--- src/rtl/adc2w_pkg.sv ---
package adc2w_pkg;

  typedef enum logic {
    ST_WAIT = 1'b0,
    ST_XFER = 1'b1
  } rd_state_t;

endpackage

--- src/rtl/adc2w_sync.sv ---
module adc2w_sync #(
  parameter logic RST_VAL = 1'b0
) (
  input  logic clk,
  input  logic rst_n,
  input  logic d,
  output logic q
);

  logic meta_q;
  logic hold_q;

  always_ff @(posedge clk or negedge rst_n) begin
    if (!rst_n) begin
      meta_q <= RST_VAL;
      hold_q <= RST_VAL;
    end else begin
      meta_q <= d;
      hold_q <= meta_q;
    end
  end

  assign q = hold_q;

endmodule

--- src/rtl/adc2w_tick.sv ---
module adc2w_tick #(
  parameter int HALF_DIV = 4
) (
  input  logic clk,
  input  logic rst_n,
  output logic tick
);

  localparam int TW = (HALF_DIV > 1) ? $clog2(HALF_DIV) : 1;
  localparam logic [TW-1:0] LAST = TW'(HALF_DIV - 1);

  logic [TW-1:0] cnt_q, cnt_d;

  always_comb begin
    tick  = (cnt_q == LAST);
    cnt_d = tick ? '0 : cnt_q + 1'b1;
  end

  always_ff @(posedge clk or negedge rst_n) begin
    if (!rst_n) cnt_q <= '0;
    else        cnt_q <= cnt_d;
  end

endmodule

--- src/rtl/adc2w_timer.sv ---
module adc2w_timer #(
  parameter int CONV_WAIT = 120
) (
  input  logic clk,
  input  logic rst_n,
  input  logic clr,
  output logic done
);

  localparam int MW = $clog2(CONV_WAIT + 1);
  localparam logic [MW-1:0] LIMIT = MW'(CONV_WAIT);

  logic [MW-1:0] cnt_q, cnt_d;
  logic          cnt_en;

  always_comb begin
    done   = (cnt_q == LIMIT);
    cnt_en = clr | ~done;
    cnt_d  = clr ? '0 : cnt_q + 1'b1;
  end

  always_ff @(posedge clk or negedge rst_n) begin
    if (!rst_n)      cnt_q <= '0;
    else if (cnt_en) cnt_q <= cnt_d;
  end

endmodule

--- src/rtl/adc2w_seq.sv ---
module adc2w_seq
  import adc2w_pkg::*;
#(
  parameter int DATA_W = 16,
  localparam int CNT_W = $clog2(DATA_W + 2)
) (
  input  logic              clk,
  input  logic              rst_n,
  input  logic              tick,
  input  logic              mode_hi,
  input  logic              sdo_s,
  input  logic              tmr_done,
  output logic              sck,
  output logic              tmr_clr,
  output logic              xfer,
  output logic [CNT_W-1:0]  pulse_cnt,
  output logic [DATA_W-1:0] word,
  output logic              word_vld
);

  localparam logic [CNT_W-1:0] N_DATA = CNT_W'(DATA_W);
  localparam logic [CNT_W-1:0] N_LAST = CNT_W'(DATA_W - 1);

  rd_state_t         st_q, st_d;
  logic              ph_q, ph_d;
  logic [CNT_W-1:0]  pc_q, pc_d;
  logic [DATA_W-1:0] sh_q, sh_d;
  logic [DATA_W-1:0] res_q, res_d;
  logic              vld_q, vld_d;

  logic ready, edge_go, rise, fall, end_hi, end_lo, take_bit;
  logic [DATA_W-1:0] sh_next;

  // ph_q is the active phase; sck relative to idle level
  assign sck = ph_q ^ mode_hi;

  always_comb begin
    ready    = mode_hi ? ~sdo_s : tmr_done;
    edge_go  = tick & ((st_q == ST_XFER) | ready);
    rise     = edge_go & ~sck;
    fall     = edge_go & sck;
    end_hi   = mode_hi & rise & (pc_q == N_DATA);
    end_lo   = ~mode_hi & fall & (pc_q == N_DATA);
    take_bit = rise & (pc_q < N_DATA);
    sh_next  = {sh_q[DATA_W-2:0], sdo_s};

    st_d  = st_q;
    ph_d  = ph_q;
    pc_d  = pc_q;
    sh_d  = sh_q;
    res_d = res_q;
    vld_d = 1'b0;

    if (edge_go) begin
      ph_d = ~ph_q;
      st_d = ST_XFER;
    end
    if (rise) pc_d = pc_q + 1'b1;
    if (take_bit) begin
      sh_d = sh_next;
      if (pc_q == N_LAST) begin
        res_d = sh_next;
        vld_d = 1'b1;
      end
    end
    if (end_hi | end_lo) begin
      st_d = ST_WAIT;
      pc_d = '0;
    end
  end

  assign tmr_clr   = end_lo;
  assign xfer      = (st_q == ST_XFER);
  assign pulse_cnt = pc_q;
  assign word      = res_q;
  assign word_vld  = vld_q;

  always_ff @(posedge clk or negedge rst_n) begin
    if (!rst_n) begin
      st_q  <= ST_WAIT;
      ph_q  <= 1'b0;
      pc_q  <= '0;
      sh_q  <= '0;
      res_q <= '0;
      vld_q <= 1'b0;
    end else begin
      st_q  <= st_d;
      ph_q  <= ph_d;
      pc_q  <= pc_d;
      sh_q  <= sh_d;
      res_q <= res_d;
      vld_q <= vld_d;
    end
  end

endmodule

--- src/rtl/adc2w_reader.sv ---
module adc2w_reader #(
  parameter int DATA_W    = 16,
  parameter int HALF_DIV  = 4,
  parameter int CONV_WAIT = 120
) (
  input  logic              clk,
  input  logic              rst_n,
  input  logic              mode_idle_hi,
  input  logic              sdo_in,
  output logic              sck_out,
  output logic [DATA_W-1:0] rd_word,
  output logic              rd_valid
);

  localparam int CNT_W = $clog2(DATA_W + 2);

  logic             rst_sync_n;
  logic             sdo_s;
  logic             tick;
  logic             tmr_clr;
  logic             tmr_done;
  logic             xfer;
  logic [CNT_W-1:0] pulse_cnt;

  adc2w_sync #(.RST_VAL(1'b0)) u_rst_sync (
    .clk  (clk),
    .rst_n(rst_n),
    .d    (1'b1),
    .q    (rst_sync_n)
  );

  // idle data level is high so a reset never reads as ready
  adc2w_sync #(.RST_VAL(1'b1)) u_sdo_sync (
    .clk  (clk),
    .rst_n(rst_sync_n),
    .d    (sdo_in),
    .q    (sdo_s)
  );

  adc2w_tick #(.HALF_DIV(HALF_DIV)) u_tick (
    .clk  (clk),
    .rst_n(rst_sync_n),
    .tick (tick)
  );

  adc2w_timer #(.CONV_WAIT(CONV_WAIT)) u_timer (
    .clk  (clk),
    .rst_n(rst_sync_n),
    .clr  (tmr_clr),
    .done (tmr_done)
  );

  adc2w_seq #(.DATA_W(DATA_W)) u_seq (
    .clk      (clk),
    .rst_n    (rst_sync_n),
    .tick     (tick),
    .mode_hi  (mode_idle_hi),
    .sdo_s    (sdo_s),
    .tmr_done (tmr_done),
    .sck      (sck_out),
    .tmr_clr  (tmr_clr),
    .xfer     (xfer),
    .pulse_cnt(pulse_cnt),
    .word     (rd_word),
    .word_vld (rd_valid)
  );

endmodule

--- config.mk ---
export PLATFORM = sky130hd
export DESIGN_NAME = adc2w_reader
export DESIGN_NICKNAME = d
export VERILOG_FILES = /design/src/rtl/adc2w_pkg.sv /design/src/rtl/adc2w_sync.sv /design/src/rtl/adc2w_tick.sv /design/src/rtl/adc2w_timer.sv /design/src/rtl/adc2w_seq.sv /design/src/rtl/adc2w_reader.sv
export SDC_FILE = /design/constraint.sdc
export NUM_CORES = 1
export LEC_CHECK = 0
export BUFFER_PORTS_ARGS = -buffer_cell sky130_fd_sc_hd__clkbuf_2
export CORE_UTILIZATION = 35
export CTS_BUF_LIST = sky130_fd_sc_hd__clkbuf_8
export DETAILED_ROUTE_END_ITERATION = 12
export PLACE_DENSITY = 0.63
export SYNTH_ARGS = -nofsm -noshare
export SYNTH_HDL_FRONTEND = slang
export SYNTH_HIERARCHICAL = 1
export SYNTH_SLANG_ARGS = --single-unit
--- constraint.sdc ---
create_clock -name clk -period 1.7 [get_ports clk]
set_input_delay 0.085 -clock clk [delete_from_list [all_inputs] [get_ports clk]]
set_output_delay 0.085 -clock clk [all_outputs]
set_load 0.01 [all_outputs]
# Word level (Yosys, flattened, before mapping)
# Cells that the tools add are included.
# word_totals
register_bits	52
in_bits	4
word_cells	49
# op_classes
add_sub_neg	3
order_cmp	1
eq_ne	4
mux	9
bitwise_logic	17
n_reduce_logical	3
# ops
operator	n
$mux W5	2
$and A1 B1 Y1	8
$add A7 B1 Y7 const B	1
$eq A7 B7 Y1 const B	1
$mux W7	1
$add A5 B1 Y5 const B	1
$eq A5 B4 Y1 const B	1
$eq A5 B5 Y1 const B	1
$lt A5 B5 Y1 const B	1
$mux W1	5
$not A1 Y1	5
$reduce_bool A2 Y1	2
$or A1 B1 Y1	3
$add A2 B1 Y2 const B	1
$eq A2 B2 Y1 const B	1
$mux W2	1
$reduce_and A2 Y1	1
$xor A1 B1 Y1	1

# Depth between registers and ports, before layout
# Gate-level depths: netlist of the first run.
# logic_depth
word_depth	9
ltp_mapped	10
mapped_depth_nobuf	9

# Cells and area by module
# The synthesis of the first run kept the hierarchy.
# by_module_without_submodules
module	n_inst	cells_each	area_each_um2	seq_area_each_um2
adc2w_seq	1	115	1684.1	975.9
adc2w_timer	1	37	376.6	175.2
adc2w_tick	1	4	66.3	50.0
adc2w_sync at u_sdo_sync	1	2	52.6	52.6
adc2w_sync at u_rst_sync	1	2	50.0	50.0
adc2w_reader	1	1	3.8	0.0

# Worst setup path after synthesis of the first run
# OpenSTA, ideal clock, no wires.
# synth_timing
path_type	register to register
startpoint	register u_timer.cnt_q[0]
endpoint	register u_seq.res_q[10] (netlist: u_seq/word[10])
setup_time_ns	0.125
arrival_ns	1.937
t_required_ns	1.575
path_slack_ns	-0.362
path_stages_with_launch	10
period_less_slack_ns	2.062
cell_sequence	dfrtp_1 > inv_1 > ha_1 > nand2_1 > nor3_4 > o21bai_1 > o22ai_4 > nand4_4 > buf_6 > mux2_4
# synth_between
elab_chain_len	7
# synth_rtl
item	line	source
start: declaration	adc2w_timer.sv:13	logic [MW-1:0] cnt_q, cnt_d;
start signal: assignment	adc2w_timer.sv:24	else if (cnt_en) cnt_q <= cnt_d;
$eq A7 B7 Y1	adc2w_timer.sv:17	done = (cnt_q == LIMIT);
via tmr_done	adc2w_reader.sv:21	logic tmr_done;
$mux W1	adc2w_seq.sv:38	ready = mode_hi ? ~sdo_s : tmr_done;
$or A1 B1 Y1	adc2w_seq.sv:39	edge_go = tick & ((st_q == ST_XFER) | ready);
$and A1 B1 Y1	adc2w_seq.sv:39	
$and A1 B1 Y1	adc2w_seq.sv:40	rise = edge_go & ~sck;
$and A1 B1 Y1	adc2w_seq.sv:44	take_bit = rise & (pc_q < N_DATA);
$reduce_and A2 Y1 (no source line)	--	
end signal: assignment	adc2w_seq.sv:91	res_q <= res_d;
end: declaration	adc2w_seq.sv:28	logic [DATA_W-1:0] res_q, res_d;
# The timed path passes the listed nets, and every way through them passes these cells.
# A chain may end at the register's enable or synchronous reset.

# Worst setup path in the final report of the first run
# layout_timing
startpoint	register u_timer.cnt_q[0]
endpoint	register u_seq.res_q[8] (netlist: u_seq/word[8])
# Same word-level chain as after synthesis.

==> results of run 1 <==
worst max path at each step:
| stage | from | end | slack, ns | cells past startpoint |
|---|---|---|---|---|
| 4_1_cts | u_timer/cnt_q[0] | u_seq/word[8] | -0.14 | 9 |
| 2_1_floorplan | u_timer/cnt_q[0] | u_seq/word[10] | -0.31 | 9 |
| 3_5_place_dp | u_timer/cnt_q[0] | u_seq/word[14] | -0.16 | 9 |
| 6_report | u_timer/cnt_q[0] | u_seq/word[8] | -0.16 | 9 |
| 5_1_grt | u_timer/cnt_q[0] | u_seq/word[8] | -0.25 | 9 |
| 3_3_place_gp | u_timer/cnt_q[0] | u_timer/cnt_q[0] | -0.12 | 10 |
critical path: stages (launching register included):
cell and delay (ns):
dfrtp_1 0.40, inv_2 0.08, ha_4 0.14, nand2_4 0.05, nor3_4 0.15, o21bai_2 0.12, o22ai_4 0.18, nand4_4 0.13
buf_12 0.18, mux2_4 0.30
registers in the layout (all words and copies together), names as in the netlist:
signal             count
u_rst_sync/meta_q      1
u_seq/ph_q             1
u_seq/xfer             1
u_rst_sync/q           1
u_seq/word_vld         1
u_seq/pulse_cnt        5
u_seq/sh_q            15
u_timer/cnt_q          7
u_seq/word            16
u_sdo_sync/meta_q      1
u_tick/cnt_q           2
u_sdo_sync/q           1
cells by family after synthesis:
| family | share of synthesized area |
|---|---|
| other cells | 0.00168 |
| flops | 0.584 |
| simple gates | 0.0992 |
| compound gates | 0.0527 |
| fa+ha+maj | 0.0336 |
| xor+xnor | 0.0235 |
| mux | 0.181 |
| buf+inv | 0.0246 |
repair_timing:
action | CTS | global route
gates resized for setup | 7 | 21
setup buffers | 5 | 4
hold endpoints to repair | 3 | 0
pin swaps | 3 | 8
hold buffers | 2 | 0
setup endpoints to repair | 42 | 45
cloned | 1 | 0
per-stage QoR:
step,utilization,hold slack [ns]
global placement,0.432,-0.129
global route,0.481,0.0801
detailed placement,0.432,-0.124
floorplan,-,-0.211
finish,0.481,0.0955
CTS,0.464,0.0779
layout make-up:
type | count | area (um2)
tap | 75 | 93.8
sequential | 52 | 1310
timing repair buffer | 52 | 383
clock inverter | 2 | 13.8
multi-input combinational | 98 | 988
clock buffer | 6 | 82.6
inverter | 8 | 30.0
fill | 551 | 3130
metal layers:
| layer | GRT usage | wire length [um] | vias up | part of all wire |
|---|---|---|---|---|
| li1 | - | - | 673 | - |
| met1 | 0.152 | 1770 | 688 | 0.47 |
| met3 | 0.0444 | 81 | 4 | 0.021 |
| met5 | 0 | 0 | - | 0 |
| met2 | 0.206 | 1900 | 17 | 0.50 |
| met4 | 0.0596 | 49 | 0 | 0.013 |
placed cells by master, fill, tap and decap left out, types with 4 or more instances in the layout:
cell,n
ha_1,5
nand3_1,4
nor2_1,6
xor2_1,4
clkbuf_8,6
a21oi_1,4
buf_6,4
buf_4,23
mux2_4,10
inv_1,6
clkbuf_2,21
dfrtp_1,49
mux2_2,22
where the power goes:
| part | switching, W | internal, W | leakage (nW) |
|---|---|---|---|
| clock | 0.000394 | 0.000333 | 0.0516 |
| combinational | 0.000451 | 0.000514 | 0.730 |
| sequential | 0.000172 | 0.00144 | 0.680 |
| total | 0.00102 | 0.00229 | 1.46 |
==> results.txt, run 1 <==
status - finished with violations
failing checks - negative setup slack
synthesized area per cell - 13.9 um2
Req. time, crit path - 1.89 ns
CTS tree - built
total core area - 0.00603 mm2
Synth top cells by count - dfrtp_1 (50), mux2_2 (22), mux2_4 (9), inv_1 (8)
Setup Skew - 0.00763 ns
EDFF count, synth - 0
I/O pin cnt - 22
row cnt - 28
Yosys reg bits - 52
I/O Buffers - 21
MaxCap Viol Count - 0
CP Launch Type - flop
Slew Limit Fails - 0
post-synth cell types - 36
Synth top area share - 0.560
layout cell share with drive strength beyond 1 - 0.541
top_reg_cell synth - dfrtp_1
first-pass GRT wire length - 6.33 mm
CP Capture Type - flop
Hold Fails Final Rpt - 0
die height - 81.9 um
worst r2r dst - u_seq/word[8]
Tot GR Track Use - 0.128
final period utilization - 1.09
TritonCTS Buffers - 5
DP Wirelength - 2.54 mm
Chip Width - 81.9 um
DR vias/cell - 4.72
# H-tree levels - 2
die area - 0.00670 mm2
Initial DRT Pass Iterations - 3
critical path type - reg -> reg
pre-CTS setup slack - -0.158 ns
fin area - 0.00290 mm2
fin cells - 293
fmax - 538 MHz
Worst Reg-to-Reg Cells - 9
Initial DRC Count - 51
PnR worst setup slack - -0.158 ns
CTS root buf - clkbuf_8
synthesized instance count - 161
post-synth top area cell - dfrtp_1
CP arrival - 2.05 ns
Final Critical Period - 1.86 ns
Post-Syn Area - 0.00223 mm2
reg-to-reg startpoint - u_timer/cnt_q[0]
largest net degree at the start of global routing - 23
total global routing overflow - 0
Pwr Total - 0.00331 W
most area-consuming cells after synthesis - dfrtp_1 (56%), mux2_2 (11%), mux2_4 (6.1%), ha_1 (3.4%), dfstp_2 (2.4%)
number of global-route vias before repair - 1446
syn nets - 171
setup violators final - 36
Post-synth ARST share - 1.00
register area share after synthesis - 0.584
Post-DP Area - 0.00261 mm2
PD cells - 1140 mW/mm2
crit-path max FO - 17
drt drc - 0
Synthesis Warnings - 6
ANT cells - 0
Hold WC Path Type - in -> async
clk_lat worst skew - 0.30 ns
Layout Nets - 227
initial antenna violation count - 0
wire per inst - 13.0 um
setup TNS - -4.38 ns
dpl cells - 275
RePlAce Congestion - 0.722
Sink Count - 52
Clk pin slew, worst setup/hold paths - 0.09 ns
RSZ-0062 raised after global routing - true
cell leakage power - 1.46 nW
R2R setup slack - -0.16 ns
top-count cell post-synth - dfrtp_1
area grow syn2layout - 29.7%
CTS Buffer Depth - 2
vias - 1382
Initial Util - 0.371
final WL - 3.81 mm
Final ANT Viol Nets - 0
maximum VDD drop - 0.000513 V
(Power assumes the default switching activity.)
==> run 2, diff against run 1 <==
--- a/config.mk
+++ b/config.mk
@@ -9,7 +9,7 @@
 export CORE_UTILIZATION = 35
 export CTS_BUF_LIST = sky130_fd_sc_hd__clkbuf_8
 export DETAILED_ROUTE_END_ITERATION = 12
-export PLACE_DENSITY = 0.63
+export PLACE_DENSITY = 0.49
 export SYNTH_ARGS = -nofsm -noshare
 export SYNTH_HDL_FRONTEND = slang
 export SYNTH_HIERARCHICAL = 1
==> run 2 against run 1 <==
Against the previous run: the run still ends with negative setup slack left; sequential share of layout area rose by 0.37 points; setup slack got worse by 0.068 ns; fmax is 3.5% lower; register-to-register slack worse by 0.07 ns; via count fell by 2.9%; combinational power is 5.2% lower; clock power increased by 0.8%; die area is the same; worst hold slack worse by 0.013 ns; clock skew is 0.0012 ns higher; non-clock buffer count fell by 4; largest cell class unchanged.
==> results.txt, run 2 (synthesized netlist as in run 1, its figures left out) <==
Initial DRC Count - 49 (-3.9%)
TritonCTS Buffers - 5 (unchanged)
R2R setup slack - -0.23 ns (-0.07 ns)
Hold Fails Final Rpt - 0 (unchanged)
Initial DRT Pass Iterations - 4 (+1)
clk_lat worst skew - 0.30 ns (about the same)
drt drc - 0 (unchanged)
Final Critical Period - 1.93 ns (+0.0678 ns)
total global routing overflow - 0 (unchanged)
Final ANT Viol Nets - 0 (unchanged)
commonest non-fill, non-tap cell in the layout - dfrtp_1
worst r2r dst - u_seq/word[6]
DP Wirelength - 2.54 mm (+0.19%)
Slowest-stage cell, CP - dfrtp_1
PnR worst setup slack - -0.226 ns (-0.0678 ns)
CTS root buf - clkbuf_8
Initial Util - 0.371 (unchanged)
Clk pin slew, worst setup/hold paths - 0.09 ns (about the same)
initial antenna violation count - 0 (unchanged)
die area - 0.00670 mm2 (unchanged)
cell leakage power - 1.43 nW (-2.0%)
Setup Skew - 0.00884 ns (+0.00120 ns)
PD cells - 1130 mW/mm2 (-0.86%)
wire per inst - 13.8 um (+6.0%)
ANT cells - 0 (unchanged)
# fillers - 550 (-0.18%)
I/O Buffers - 21 (unchanged)
maximum VDD drop - 0.000592 V (+15%)
Req. time, crit path - 1.89 ns (about the same)
CP arrival - 2.11 ns (+0.06 ns)
die height - 81.9 um (unchanged)
final WL - 3.96 mm (+4.2%)
max reg flops - 16 (unchanged)
Slowest Stage Delay on Critical Path - 0.40 ns (about the same)
Chip Width - 81.9 um (unchanged)
Sink Count - 52 (unchanged)
Layout Nets - 222 (-2.2%)
area grow syn2layout - 28.6%
setup violators final - 43 (+19%)
final hold slack - 0.0823 ns (-0.0132 ns)
number of global-route vias before repair - 1366 (-5.5%)
RePlAce Congestion - 0.725 (+0.47%)
Hold WC Path Type - in -> async
critical path type - reg -> reg
Worst Reg-to-Reg Cells - 9 (unchanged)
RSZ-0062 raised after global routing - true
CTS tree - built
crit-path max FO - 17 (unchanged)
CP Launch Type - flop
first-pass GRT wire length - 6.43 mm (+1.5%)
crit-path cells - inv_2, ha_4, nand2_4, nor3_4, o21bai_2, o22ai_4, nand4_4, buf_12, mux2_4
fin cells - 288 (-1.7%)
CTS Buffer Depth - 2 (unchanged)
largest net degree at the start of global routing - 51 (+120%)
I/O pin cnt - 22 (unchanged)
Tot GR Track Use - 0.131 (+0.00270)
fmax - 519 MHz (-3.5%)
layout cell share with drive strength beyond 1 - 0.563 (+0.0221)
DR vias/cell - 4.66 (-1.2%)
# H-tree levels - 2 (unchanged)
status - finished with violations
Slew Limit Fails - 0 (unchanged)
vias - 1342 (-2.9%)
failing checks - negative setup slack
most frequent cells in the layout - dfrtp_1 (49), mux2_2 (22), clkbuf_2 (21), buf_4 (18), mux2_4 (10)
MaxCap Viol Count - 0 (unchanged)
final period utilization - 1.13 (+0.0399)
total core area - 0.00603 mm2 (unchanged)
dpl cells - 271 (-1.5%)
reg-to-reg startpoint - u_timer/cnt_q[0]
row cnt - 28 (unchanged)
CP Capture Type - flop
run 2: cell types whose count changed in the layout (fill, tap and decap cells not counted), sizes merged:
cell	change
buf	-4
nand3	-1
run 2: through the flow:
step	total power [W]	instance area [um2]	TNS [ns]	util	setup slack, ns
detailed placement	0.00234	2570	-5.52	0.427	-0.182
global route	0.00346	2870	-11.52	0.477	-0.304
finish	0.00325	2870	-7.94	0.477	-0.226
CTS	0.00314	2740	-5.39	0.455	-0.176
floorplan	0.00205	2250	-6.28	-	-0.307
global placement	0.00230	2570	-4.05	0.427	-0.141
run 2: metal layers:
layer	GRT usage	wire, um
met5	0	0
met2	0.204	1990
met4	0.0474	49
met1	0.169	1800
met3	0.0400	118
run 2: what timing repair did:
item                                    4_1_cts  5_1_grt
gates resized for setup                       5       28
endpoints found under the setup margin       43       46
gates cloned                                  0        0
pin swaps                                     5        7
hold buffers                                  2        0
setup buffers                                 4        5
hold endpoints to repair                      3        0
run 2: layout make-up:
type / count / area (um2) / area share
clock buffers: 6 / 82.6 / 0.0287
clock inverters: 2 / 13.8 / 0.00479
inverters: 8 / 30.0 / 0.0105
multi-input cells: 97 / 991 / 0.345
flip-flops and latches: 52 / 1310 / 0.454
well taps: 75 / 93.8 / 0.0327
repair buffers: 48 / 357 / 0.124
run 2: worst max path at each step:
stage                      from        endpoint  slack (ns)
2_1_floorplan  u_timer/cnt_q[0]  u_seq/word[10]       -0.31
3_3_place_gp   u_timer/cnt_q[0]  u_seq/word[13]       -0.14
3_5_place_dp   u_timer/cnt_q[0]  u_seq/word[13]       -0.18
4_1_cts        u_timer/cnt_q[0]  u_seq/word[13]       -0.18
5_1_grt        u_timer/cnt_q[0]   u_seq/word[6]       -0.30
6_report       u_timer/cnt_q[0]   u_seq/word[6]       -0.23
run 2: critical path: cells and delay by family (launching register included):
kind / cells / cell delay, ns
muxes: 1 / 0.29
AOI/OAI and AO/OA: 2 / 0.31
buffers and inverters: 2 / 0.28
adders and majority gates: 1 / 0.14
and+or+nand+nor: 3 / 0.38
DFF: 1 / 0.40
run 2: report_power, final:
group,switching (W),internal [W],total (W)
Sequential,0.000161,0.00144,0.00160
Clock,0.000399,0.000333,0.000733
Combinational,0.000444,0.000471,0.000915
Total,0.00100,0.00225,0.00325
==> run 3, diff against run 2 <==
--- a/config.mk
+++ b/config.mk
@@ -9,7 +9,7 @@
 export CORE_UTILIZATION = 35
 export CTS_BUF_LIST = sky130_fd_sc_hd__clkbuf_8
 export DETAILED_ROUTE_END_ITERATION = 12
-export PLACE_DENSITY = 0.49
+export PLACE_DENSITY_LB_ADDON = 0.15
 export SYNTH_ARGS = -nofsm -noshare
 export SYNTH_HDL_FRONTEND = slang
 export SYNTH_HIERARCHICAL = 1
==> constraint.sdc (replaced) <==
create_clock -name clk -period 2.4 [get_ports clk]
set_input_delay 0.12 -clock clk [delete_from_list [all_inputs] [get_ports clk]]
set_output_delay 0.12 -clock clk [all_outputs]
set_load 0.01 [all_outputs]
==> run 3 against run 2 <==
Against the previous run: the flow now finishes without violations; clock skew fell by 0.0024 ns; clock power fell by 37%; clock-buffer cell count fell by 1; wire length fell by 12%; fmax fell by 14%; sequential cell count did not move; core utilization fell by 5.6 points; via count fell by 5.1%; critical path depth fell by 1; sequential share of layout area rose by 6.1 points.
==> results.txt, run 3 (synthesized netlist as in run 1, its figures left out) <==
status - completed
initial antenna violation count - 0 (unchanged)
DRT met1 WL - 1.62 mm (-9.9%)
Max Used Layer - met4
fin cells - 265 (-8.0%)
TritonCTS Buffers - 5 (unchanged)
setup TNS - 0 ns (+7.94 ns)
first-pass GRT wire length - 6.09 mm (-5.4%)
drt drc - 0 (unchanged)
total global routing overflow - 0 (unchanged)
area grow syn2layout - 13.4%
cell leakage power - 1.27 nW (-12%)
Setup crit start - u_timer/cnt_q[0]
Slew Limit Fails - 0 (unchanged)
final period utilization - 0.930 (-0.202)
total core area - 0.00603 mm2 (unchanged)
Initial Util - 0.371 (unchanged)
DR WL met3 - 114 um (-3.4%)
wire per inst - 13.2 um (-4.2%)
critical path type - reg -> reg
final hold slack - 0.128 ns (+0.0459 ns)
Sink Count - 52 (unchanged)
I/O pin cnt - 22 (unchanged)
CTS Buffer Depth - 2 (unchanged)
RePlAce Congestion - 0.823 (+13%)
RSZ-0062 raised after global routing - false
most frequent cells in the layout - dfrtp_1 (49), mux2_2 (22), clkbuf_2 (21), mux2_4 (9), inv_1 (8)
Resize count post-CTS - 0 (-5)
MaxCap Viol Count - 0 (unchanged)
CP Launch Type - flop
metal2 WL - 1.73 mm (-13%)
Chip Width - 81.9 um (unchanged)
PD cells - 786 mW/mm2 (-31%)
Final Critical Period - 2.23 ns (+0.307 ns)
largest net degree at the start of global routing - 51 (unchanged)
number of global-route vias before repair - 1329 (-2.7%)
ANT cells - 0 (unchanged)
die height - 81.9 um (unchanged)
reg-to-reg startpoint - u_timer/cnt_q[0]
fmax - 448 MHz (-14%)
relative slew slack - 0.600
clk_lat worst skew - 0.29 ns (about the same)
Layout Nets - 200 (-9.9%)
CTS root buf - clkbuf_8
Final ANT Viol Nets - 0 (unchanged)
CP Capture Type - flop
commonest non-fill, non-tap cell in the layout - dfrtp_1
crit-path max FO - 17 (unchanged)
Setup crit end - u_seq/word[13]
Hold WC Path Type - in -> async
DR vias/cell - 4.80 (+3.1%)
final WL - 3.49 mm (-12%)
row cnt - 28 (unchanged)
CP arrival - 2.42 ns (+0.31 ns)
DP Wirelength - 2.46 mm (-3.2%)
Initial DRT Pass Iterations - 3 (-1)
Worst Reg-to-Reg Cells - 8 (-1)
Setup Skew - 0.00640 ns (-0.00244 ns)
Hold Fails Final Rpt - 0 (unchanged)
worst r2r dst - u_seq/word[13]
# H-tree levels - 2 (unchanged)
maximum VDD drop - 0.000340 V (-43%)
Req. time, crit path - 2.58 ns (+0.69 ns)
max reg flops - 16 (unchanged)
die area - 0.00670 mm2 (unchanged)
R2R setup slack - 0.17 ns (+0.39 ns)
CTS tree - built
Tot GR Track Use - 0.122 (-0.00886)
I/O Buffers - 21 (unchanged)
dpl cells - 256 (-5.5%)
Initial DRC Count - 52 (+6.1%)
Clk pin slew, worst setup/hold paths - 0.09 ns (about the same)
Worst Tran Pin Value - 0.600 ns
setup violators final - 0 (-100%)
layout cell share with drive strength beyond 1 - 0.384 (-0.179)
vias - 1273 (-5.1%)
## run 3: cell count changes in the layout (fill, tap and decap cells not counted), sizes merged
| cell | change |
|---|---|
| inv | -1 |
| clkbuf | -1 |
| buf | -22 |
| clkinvlp | +1 |
## run 3: stage by stage
stage / cell area, um2 / setup WS (ns) / utilization / power, W
after floorplan: 2230 / 0.338 / - / 0.00144
after global routing: 2530 / 0.0124 / 0.420 / 0.00214
after detailed placement: 2430 / 0.161 / 0.403 / 0.00155
after CTS: 2530 / 0.142 / 0.420 / 0.00203
after global placement: 2430 / 0.239 / 0.403 / 0.00152
final: 2530 / 0.167 / 0.420 / 0.00199
## run 3: layout make-up
| class | count | area (um2) |
|---|---|---|
| Multi-Input combinational cell | 97 | 875 |
| Clock inverter | 2 | 12.5 |
| Sequential cell | 52 | 1310 |
| Clock buffer | 5 | 68.8 |
| Inverter | 8 | 30.0 |
| Tap cell | 75 | 93.8 |
| Fill cell | 567 | 3490 |
| Timing Repair Buffer | 26 | 148 |
## run 3: power by group
group | internal [W] | total, W | switching, W
combinational | 0.000165 | 0.000359 | 0.000194
sequential | 0.00102 | 0.00117 | 0.000148
clock | 0.000198 | 0.000461 | 0.000264
## run 3: how the worst min path moves through the flow
stage               cells past startpoint                end  slack [ns]  startpoint
finish                                  2       u_rst_sync/q        0.13       rst_n
global route                            2       u_rst_sync/q        0.13       rst_n
CTS                                     2       u_rst_sync/q        0.11       rst_n
detailed placement                      1  u_rst_sync/meta_q       -0.09       rst_n
global placement                        1  u_rst_sync/meta_q       -0.09       rst_n
floorplan                               0  u_rst_sync/meta_q       -0.18       rst_n
## run 3: repair_timing
action                    CTS  global route
hold endpoints to repair    3             0
buffers inserted            0             0
hold buffers                2             0
## run 3: worst max-delay path, stage by stage, from the launching register on
cell and delay (ns):
dfrtp_1 0.43, inv_1 0.09, ha_1 0.14, nand2_1 0.08
nor3_4 0.13, o21bai_1 0.15, o22ai_4 0.27, nand4_4 0.39
mux2_4 0.43
## run 3: layer usage
metal	global-route usage	up-vias
met3	0.0333	2
met5	0	-
li1	-	610
met4	0.0526	0
met1	0.153	645
met2	0.196	16
